File: config.mk
export PLATFORM = sky130hd
export DESIGN_NAME = msi_capture
export DESIGN_NICKNAME = d
export VERILOG_FILES = /design/src/rtl/msi_capture_pkg.sv /design/src/rtl/msi_queue.sv /design/src/rtl/msi_ctrl.sv /design/src/rtl/msi_capture.sv
export SDC_FILE = /design/constraint.sdc
export NUM_CORES = 2
export LEC_CHECK = 0
export ABC_AREA = 0
export BUFFER_PORTS_ARGS = -buffer_cell sky130_fd_sc_hd__buf_2
export CAP_MARGIN = 10
export CORE_MARGIN = 8
export CORE_UTILIZATION = 31
export CTS_CLUSTER_SIZE = 10
export DETAILED_ROUTE_END_ITERATION = 10
export GPL_ROUTABILITY_DRIVEN = 0
export PLACE_DENSITY_LB_ADDON = 0.12
export SYNTH_ARGS = -nofsm -noshare
export SYNTH_HDL_FRONTEND = slang
export SYNTH_SLANG_ARGS = --single-unit
File: constraint.sdc
create_clock -name clk -period 24.1 [get_ports clk]
set_clock_uncertainty 0.15 [all_clocks]
set_input_delay 3.615 -clock clk [delete_from_list [all_inputs] [get_ports clk]]
set_output_delay 3.615 -clock clk [all_outputs]
set_load 0.05 [all_outputs]
File: src/rtl/msi_capture_pkg.sv
package msi_capture_pkg;
  localparam logic [7:0] OFS_BASE_LO = 8'h04;
  localparam logic [7:0] OFS_BASE_HI = 8'h08;
  localparam logic [7:0] OFS_SIZE    = 8'h0C;
  localparam logic [7:0] OFS_ENABLE  = 8'h14;
  localparam logic [7:0] OFS_STATUS  = 8'h18;
  localparam logic [7:0] OFS_DATA    = 8'h20;
  localparam logic [7:0] OFS_ADDR_LO = 8'h24;
  localparam logic [7:0] OFS_ADDR_HI = 8'h28;

  typedef struct packed {
    logic push;
    logic pop;
  } queueCmd_t;
endpackage

File: src/rtl/msi_queue.sv
module msi_queue
  import msi_capture_pkg::*;
#(
  parameter int DEPTH  = 16,
  parameter int DATA_W = 32,
  parameter int ADDR_W = 64
) (
  input  logic              clk,
  input  logic              rst,
  input  queueCmd_t         cmd,
  input  logic [ADDR_W-1:0] inAddr,
  input  logic [DATA_W-1:0] inData,
  output logic [ADDR_W-1:0] headAddr,
  output logic [DATA_W-1:0] headData,
  output logic              empty,
  output logic              full
);
  localparam int PTR_W = (DEPTH > 1) ? $clog2(DEPTH) : 1;
  localparam int CNT_W = $clog2(DEPTH + 1);
  localparam int ENT_W = ADDR_W + DATA_W;

  logic [ENT_W-1:0] store [DEPTH];
  logic [PTR_W-1:0] wrPtr, rdPtr;
  logic [CNT_W-1:0] count;

  assign empty = (count == '0);
  assign full  = (count == CNT_W'(DEPTH));
  assign {headAddr, headData} = empty ? '0 : store[rdPtr];

  always_ff @(posedge clk) begin
    if (cmd.push) store[wrPtr] <= {inAddr, inData};
  end

  always_ff @(posedge clk) begin
    if (rst) begin
      wrPtr <= '0;
      rdPtr <= '0;
      count <= '0;
    end else begin
      if (cmd.push) wrPtr <= (wrPtr == PTR_W'(DEPTH - 1)) ? '0 : wrPtr + 1'b1;
      if (cmd.pop)  rdPtr <= (rdPtr == PTR_W'(DEPTH - 1)) ? '0 : rdPtr + 1'b1;
      count <= count + CNT_W'(cmd.push) - CNT_W'(cmd.pop);
    end
  end

  assert_no_overflow_R6: assert property (@(posedge clk) disable iff (rst)
    cmd.push |-> !full);
  assert_pop_nonempty_R5: assert property (@(posedge clk) disable iff (rst)
    cmd.pop |-> !empty);
  assert_count_step_R3: assert property (@(posedge clk) disable iff (rst)
    1'b1 |=> count == CNT_W'($past(count) + CNT_W'($past(cmd.push)) - CNT_W'($past(cmd.pop))));
endmodule

File: src/rtl/msi_ctrl.sv
module msi_ctrl
  import msi_capture_pkg::*;
#(
  parameter int DATA_W = 32,
  parameter int ADDR_W = 64
) (
  input  logic              clk,
  input  logic              rst,
  input  logic              regWrEn,
  input  logic              regRdEn,
  input  logic [7:0]        regAddr,
  input  logic [31:0]       regWdata,
  output logic [31:0]       regRdata,
  input  logic              msgValid,
  input  logic [ADDR_W-1:0] msgAddr,
  input  logic [ADDR_W-1:0] headAddr,
  input  logic [DATA_W-1:0] headData,
  input  logic              empty,
  input  logic              full,
  output queueCmd_t         cmd,
  output logic              irq
);
  logic [31:0]       baseLo, baseHi, winSize;
  logic              enable, overflow;
  logic [2:0]        seen, seenNext;
  logic [ADDR_W-1:0] base, offset;
  logic              inWindow, hit, wordRead;

  assign base     = {baseHi, baseLo};
  assign offset   = msgAddr - base;
  assign inWindow = (msgAddr >= base) && (offset < ADDR_W'(winSize));
  assign hit      = msgValid && enable && inWindow;

  always_comb begin
    seenNext = seen;
    wordRead = 1'b0;
    if (regRdEn && !empty) begin
      unique case (regAddr)
        OFS_DATA:    begin seenNext[0] = 1'b1; wordRead = 1'b1; end
        OFS_ADDR_LO: begin seenNext[1] = 1'b1; wordRead = 1'b1; end
        OFS_ADDR_HI: begin seenNext[2] = 1'b1; wordRead = 1'b1; end
        default: ;
      endcase
    end
  end

  assign cmd.push = hit && !full;
  assign cmd.pop  = wordRead && (seenNext == 3'b111);
  assign irq      = !empty && enable;

  always_ff @(posedge clk) begin
    if (rst) begin
      baseLo   <= '0;
      baseHi   <= '0;
      winSize  <= '0;
      enable   <= 1'b0;
      overflow <= 1'b0;
      seen     <= '0;
    end else begin
      if (regWrEn) begin
        unique case (regAddr)
          OFS_BASE_LO: baseLo  <= regWdata;
          OFS_BASE_HI: baseHi  <= regWdata;
          OFS_SIZE:    winSize <= regWdata;
          OFS_ENABLE:  enable  <= regWdata[0];
          default: ;
        endcase
      end
      if (hit && full) overflow <= 1'b1;
      if (cmd.pop) seen <= '0;
      else if (wordRead) seen <= seenNext;
    end
  end

  always_comb begin
    regRdata = '0;
    unique case (regAddr)
      OFS_BASE_LO: regRdata = baseLo;
      OFS_BASE_HI: regRdata = baseHi;
      OFS_SIZE:    regRdata = winSize;
      OFS_ENABLE:  regRdata = {31'b0, enable};
      OFS_STATUS:  regRdata = {30'b0, overflow, !empty};
      OFS_DATA:    regRdata = 32'(headData);
      OFS_ADDR_LO: regRdata = headAddr[31:0];
      OFS_ADDR_HI: regRdata = headAddr[ADDR_W-1:32];
      default: ;
    endcase
  end

  assert_pop_needs_read_R5: assert property (@(posedge clk) disable iff (rst)
    cmd.pop |-> regRdEn);
  assert_irq_rise_cause_R7: assert property (@(posedge clk) disable iff (rst)
    $rose(irq) |-> ($past(cmd.push) || $past(regWrEn)));
  assert_overflow_sticky_R6: assert property (@(posedge clk) disable iff (rst)
    $past(overflow) |-> overflow);
  assert_capture_gated_R2: assert property (@(posedge clk) disable iff (rst)
    cmd.push |-> (enable && msgValid));
endmodule

File: src/rtl/msi_capture.sv
module msi_capture
  import msi_capture_pkg::*;
#(
  parameter int DEPTH = 16
) (
  input  logic        clk,
  input  logic        rst,
  input  logic        regWrEn,
  input  logic        regRdEn,
  input  logic [7:0]  regAddr,
  input  logic [31:0] regWdata,
  output logic [31:0] regRdata,
  input  logic        msgValid,
  input  logic [63:0] msgAddr,
  input  logic [31:0] msgData,
  output logic        irq
);
  queueCmd_t   cmd;
  logic [63:0] headAddr;
  logic [31:0] headData;
  logic        empty, full;

  msi_ctrl #(.DATA_W(32), .ADDR_W(64)) u_ctrl (
    .clk, .rst, .regWrEn, .regRdEn, .regAddr, .regWdata, .regRdata,
    .msgValid, .msgAddr, .headAddr, .headData, .empty, .full, .cmd, .irq
  );

  msi_queue #(.DEPTH(DEPTH), .DATA_W(32), .ADDR_W(64)) u_queue (
    .clk, .rst, .cmd, .inAddr(msgAddr), .inData(msgData),
    .headAddr, .headData, .empty, .full
  );
endmodule

==> impl_results.rst <==
.. list-table::
   :header-rows: 1

   * - Metric
     - Value
   * - Ratio of cells with drive above 1 in the final layout
     - 24.2%
   * - H-tree level count
     - 4
   * - Number of hold buffers added after CTS
     - 0
   * - Startpoint of the worst-slack reg-to-reg timing path
     - u_ctrl.baseLo[0]
   * - Type of the worst setup path
     - primary input to register
   * - Vias after detailed routing
     - 38000
   * - Critical path data required time
     - 24.38 ns
   * - Kind of start point of the critical path
     - primary input
   * - Commonest non-fill, non-tap cell in the layout
     - sky130_fd_sc_hd__edfxtp_1
   * - Final layout net count
     - 4333
   * - Max Cap Viol
     - 0
   * - Synthesis-to-layout area growth
     - 14.9%
   * - Slew Viols, Final
     - 0
   * - Longest Clk Path Bufs
     - 3
   * - Via count of the first global-routing pass
     - 39300
   * - CTS Buf Count
     - 192
   * - Highest cell delay on the worst timing path
     - 1.24 ns
   * - Highest-count cells in the layout ignoring fill and taps
     - sky130_fd_sc_hd__edfxtp_1 (1536), sky130_fd_sc_hd__mux4_2 (480), sky130_fd_sc_hd__nand2_1 (307), sky130_fd_sc_hd__a21oi_1 (237), sky130_fd_sc_hd__clkbuf_16 (196)
   * - Slowest stage cell, crit path
     - sky130_fd_sc_hd__nor4_2
   * - Half-perimeter wire length after placement
     - 140 mm
   * - Die height
     - 488 um
   * - Num Clock Sinks
     - 1654
   * - Critical Path Sink Type
     - register
   * - Final hold vios
     - 0
   * - Length of the first detailed-routing pass in iterations
     - 7
   * - Overall overflow remaining after global route
     - 0
   * - Max Fanout on Critical Path
     - 46
   * - Number of filler instances in the final layout
     - 20700
   * - Routed Antenna Nets
     - 0
   * - Critical path launch point
     - msgAddr[0]
   * - Placeable core area
     - 222000 um2
   * - Initial standard-cell utilization of the core
     - 31.2%
   * - WL/cell
     - 30.5 um
   * - Class of the tightest hold or removal check
     - register to register
   * - Total negative setup slack
     - 0 ns
   * - Largest net degree at the start of global routing
     - 97
   * - Die Area
     - 238000 um2
   * - Worst Hold Launch
     - u_ctrl.winSize[24]
   * - Fmax
     - 85.6 MHz
   * - DRC violations left
     - 0
   * - Cells traversed along the worst timing path
     - buf_2 > inv_1 > ha_1 > fa_1 > and2b_1 > o2111ai_2 > a311oi_2 > o21ai_0 > nand2_1 > o21ai_0 > xnor2_1 > ha_1 > a21o_1 > a2111oi_0 > o311a_1 > o2111ai_1 > or4b_1 > or4b_1 > nor4_2 > nand4_2 > nor4_2 > buf_4 > buf_4
   * - Number of distinct standard cells referenced by the synthesized netlist
     - 85
   * - Status
     - complete, no violations
   * - PortBufs
     - 173
   * - Number of antenna violations at the first check in global routing
     - 22
   * - Most instantiated flip-flop cell in the synthesis netlist
     - sky130_fd_sc_hd__edfxtp_1
   * - Total of flip-flops plus latches after synthesis
     - 1654
   * - Critical path arrival
     - 11.97 ns
   * - Die span in x
     - 488 um
   * - Final critical-path share of the clock period
     - 48.5%
   * - Buffer cell driving the clock tree root
     - sky130_fd_sc_hd__clkbuf_16
   * - Post-cts sizing count
     - 0
   * - Number of setup buffers added after CTS
     - 0
   * - Footprint of the flip-flops and latches
     - 48500 um2
   * - Aggregate global-route resource usage
     - 18.0%
   * - Maximum ir drop on the vdd rail
     - 0.0000690 V
   * - Boundary Pins
     - 174
   * - Count of standard-cell rows
     - 173
   * - Cell area after synthesis
     - 69100 um2
   * - CTS tree
     - done
   * - Pre-CTS setup slack
     - 11.67 ns
   * - Core Util, Final
     - 35.8%
   * - First-pass GRT wire length
     - 308 mm
   * - Number of warning messages in the yosys log
     - 0
   * - Post-Synthesis Mean Instance Area
     - 18.0 um2
   * - Cell count after synthesis
     - 3839
   * - Synthesized net count
     - 4088
   * - RSZ-0062 raised after global routing
     - false
   * - Multi-input logic area
     - 19500 um2
   * - Share of synthesized flip-flops with an asynchronous set or reset
     - 0%
   * - Initial drt markers
     - 3753
   * - Transition time at the pin with the least slew margin
     - 1.26 ns
   * - Fraction of the yosys area taken by sequential cells
     - 70.2%
   * - Wirelength, routed
     - 218 mm
   * - Kind of cell adding the most delay to the critical path
     - simple AND/OR/NAND/NOR gates
   * - Crit path buf inv count
     - 4
   * - Final critical-path setup slack
     - 12.42 ns
   * - Detailed-route vias per instance
     - 5.30
   * - Clock transition at the registers of the reported paths
     - 0.06 ns
   * - Pwr Density
     - 75.3 nW/um2
   * - Total leakage power
     - 23.8 nW
   * - Relative slew margins
     - 15.0%
   * - Clock insertion delay at the later pin of the skew report
     - 0.84 ns
   * - Post-route minimum period
     - 11.68 ns
   * - Setup-failing EPs final
     - 0
   * - Number of enable-type register cells in the synthesized netlist
     - 1536
## per-stage QoR
stage               instance area, um2  cells  power [mW]  hold WS (ns)
finish                           79400   7173        5.98         0.324
global route                     79400   7172        6.18         0.341
CTS                              79400   7168        6.06         0.323
detailed placement               73800   6865        3.38         0.315
global placement                 73800   6865        3.38         0.311
floorplan                        69100   3839        3.28         0.291
## final cells by class
type	instances	share of cell area, %
flip-flops and latches	1654	61.1
multi-input cells	1846	24.5
clock buffers	281	6.69
well taps	2975	4.69
repair buffers	261	2.00
inverters	129	0.610
clock inverters	22	0.391
diodes	5	0.0158
## cell usage after synthesis (all sizes together) (10+ instances only)
master / number / area, um2
nand4: 43 / 282
and4: 10 / 87.6
o21ai: 104 / 524
a222oi: 30 / 300
nand3: 29 / 145
nand2b: 14 / 87.6
xnor2: 31 / 272
nand2: 307 / 1150
nor4: 28 / 200
and2: 12 / 75.1
a21oi: 239 / 1200
o21a: 17 / 128
xor2: 16 / 140
a21o: 22 / 165
o211ai: 11 / 82.6
nor3: 31 / 165
a32o: 24 / 240
o21bai: 12 / 90.1
a31oi: 10 / 62.6
dfxtp: 118 / 2360
clkbuf: 154 / 581
ha: 106 / 1330
nor2: 99 / 372
buf: 56 / 230
mux4: 480 / 10800
a21boi: 10 / 75.1
inv: 129 / 484
and3: 17 / 106
edfxtp: 1536 / 46100
## power breakdown
group          total [mW]  leakage [nW]  switching (mW)  internal, mW
clock network        2.66          2.71            1.14          1.52
registers            3.13          14.8        0.000208          3.13
logic               0.187          6.38           0.138        0.0484
## sequential cells by signal, summed over array words and instances (netlist names), named ones only
| name | flops |
|---|---|
| u_queue.store | 1536 |
| u_ctrl.baseLo | 32 |
| u_ctrl.baseHi | 32 |
| u_queue.count | 5 |
| u_ctrl.overflow | 1 |
| u_queue.wrPtr | 4 |
| u_queue.rdPtr | 4 |
| u_ctrl.enable | 1 |
| u_ctrl.winSize | 32 |
| u_ctrl.seen | 3 |
## worst reg2reg max path, stage by stage, from the launching register on
cell,delay [ns]
sky130_fd_sc_hd__dfxtp_1,0.33
sky130_fd_sc_hd__ha_1,0.22
sky130_fd_sc_hd__fa_1,0.41
sky130_fd_sc_hd__and2b_1,0.27
sky130_fd_sc_hd__o2111ai_2,0.16
sky130_fd_sc_hd__a311oi_2,0.40
sky130_fd_sc_hd__o21ai_0,0.22
sky130_fd_sc_hd__nand2_1,0.29
sky130_fd_sc_hd__o21ai_0,0.19
sky130_fd_sc_hd__xnor2_1,0.16
sky130_fd_sc_hd__ha_1,0.30
sky130_fd_sc_hd__a21o_1,0.19
sky130_fd_sc_hd__a2111oi_0,0.49
sky130_fd_sc_hd__o311a_1,0.25
sky130_fd_sc_hd__o2111ai_1,0.14
sky130_fd_sc_hd__or4b_1,0.55
sky130_fd_sc_hd__or4b_1,0.56
sky130_fd_sc_hd__nor4_2,0.21
sky130_fd_sc_hd__nand4_2,0.63
sky130_fd_sc_hd__nor4_2,1.25
sky130_fd_sc_hd__buf_4,0.31
sky130_fd_sc_hd__buf_4,0.62
## cells by family after synthesis
kind of cell | count (synthesis) | share of synthesized area [%]
multiplexers | 490 | 15.8
flip-flops | 1654 | 70.2
AO/OA/AOI/OAI | 569 | 5.30
XOR/XNOR | 47 | 0.596
adder cells (fa/ha/maj) | 108 | 1.98
AND/OR/NAND/NOR | 632 | 4.31
buffers and inverters | 339 | 1.87
## layer usage
metal  track usage, %  wire [um]  vias up
met5                0         23        -
met4             5.98       7380        4
met3             2.76       9390      311
met2             30.0     106000     1088
met1             24.1      95100    20500
li1                 -          -    16200
## final timing paths
check / cells after the start / slack [ns] / endpoint
setup / recovery: 23 / 12.42 / u_queue.store[13][7]
setup reg to reg: 21 / 15.26 / u_queue.store[13][7]
hold reg to reg: 2 / 0.32 / u_ctrl.winSize[24]
hold / removal: 2 / 0.32 / u_ctrl.winSize[24]
Power figures use the tool's default switching activity.
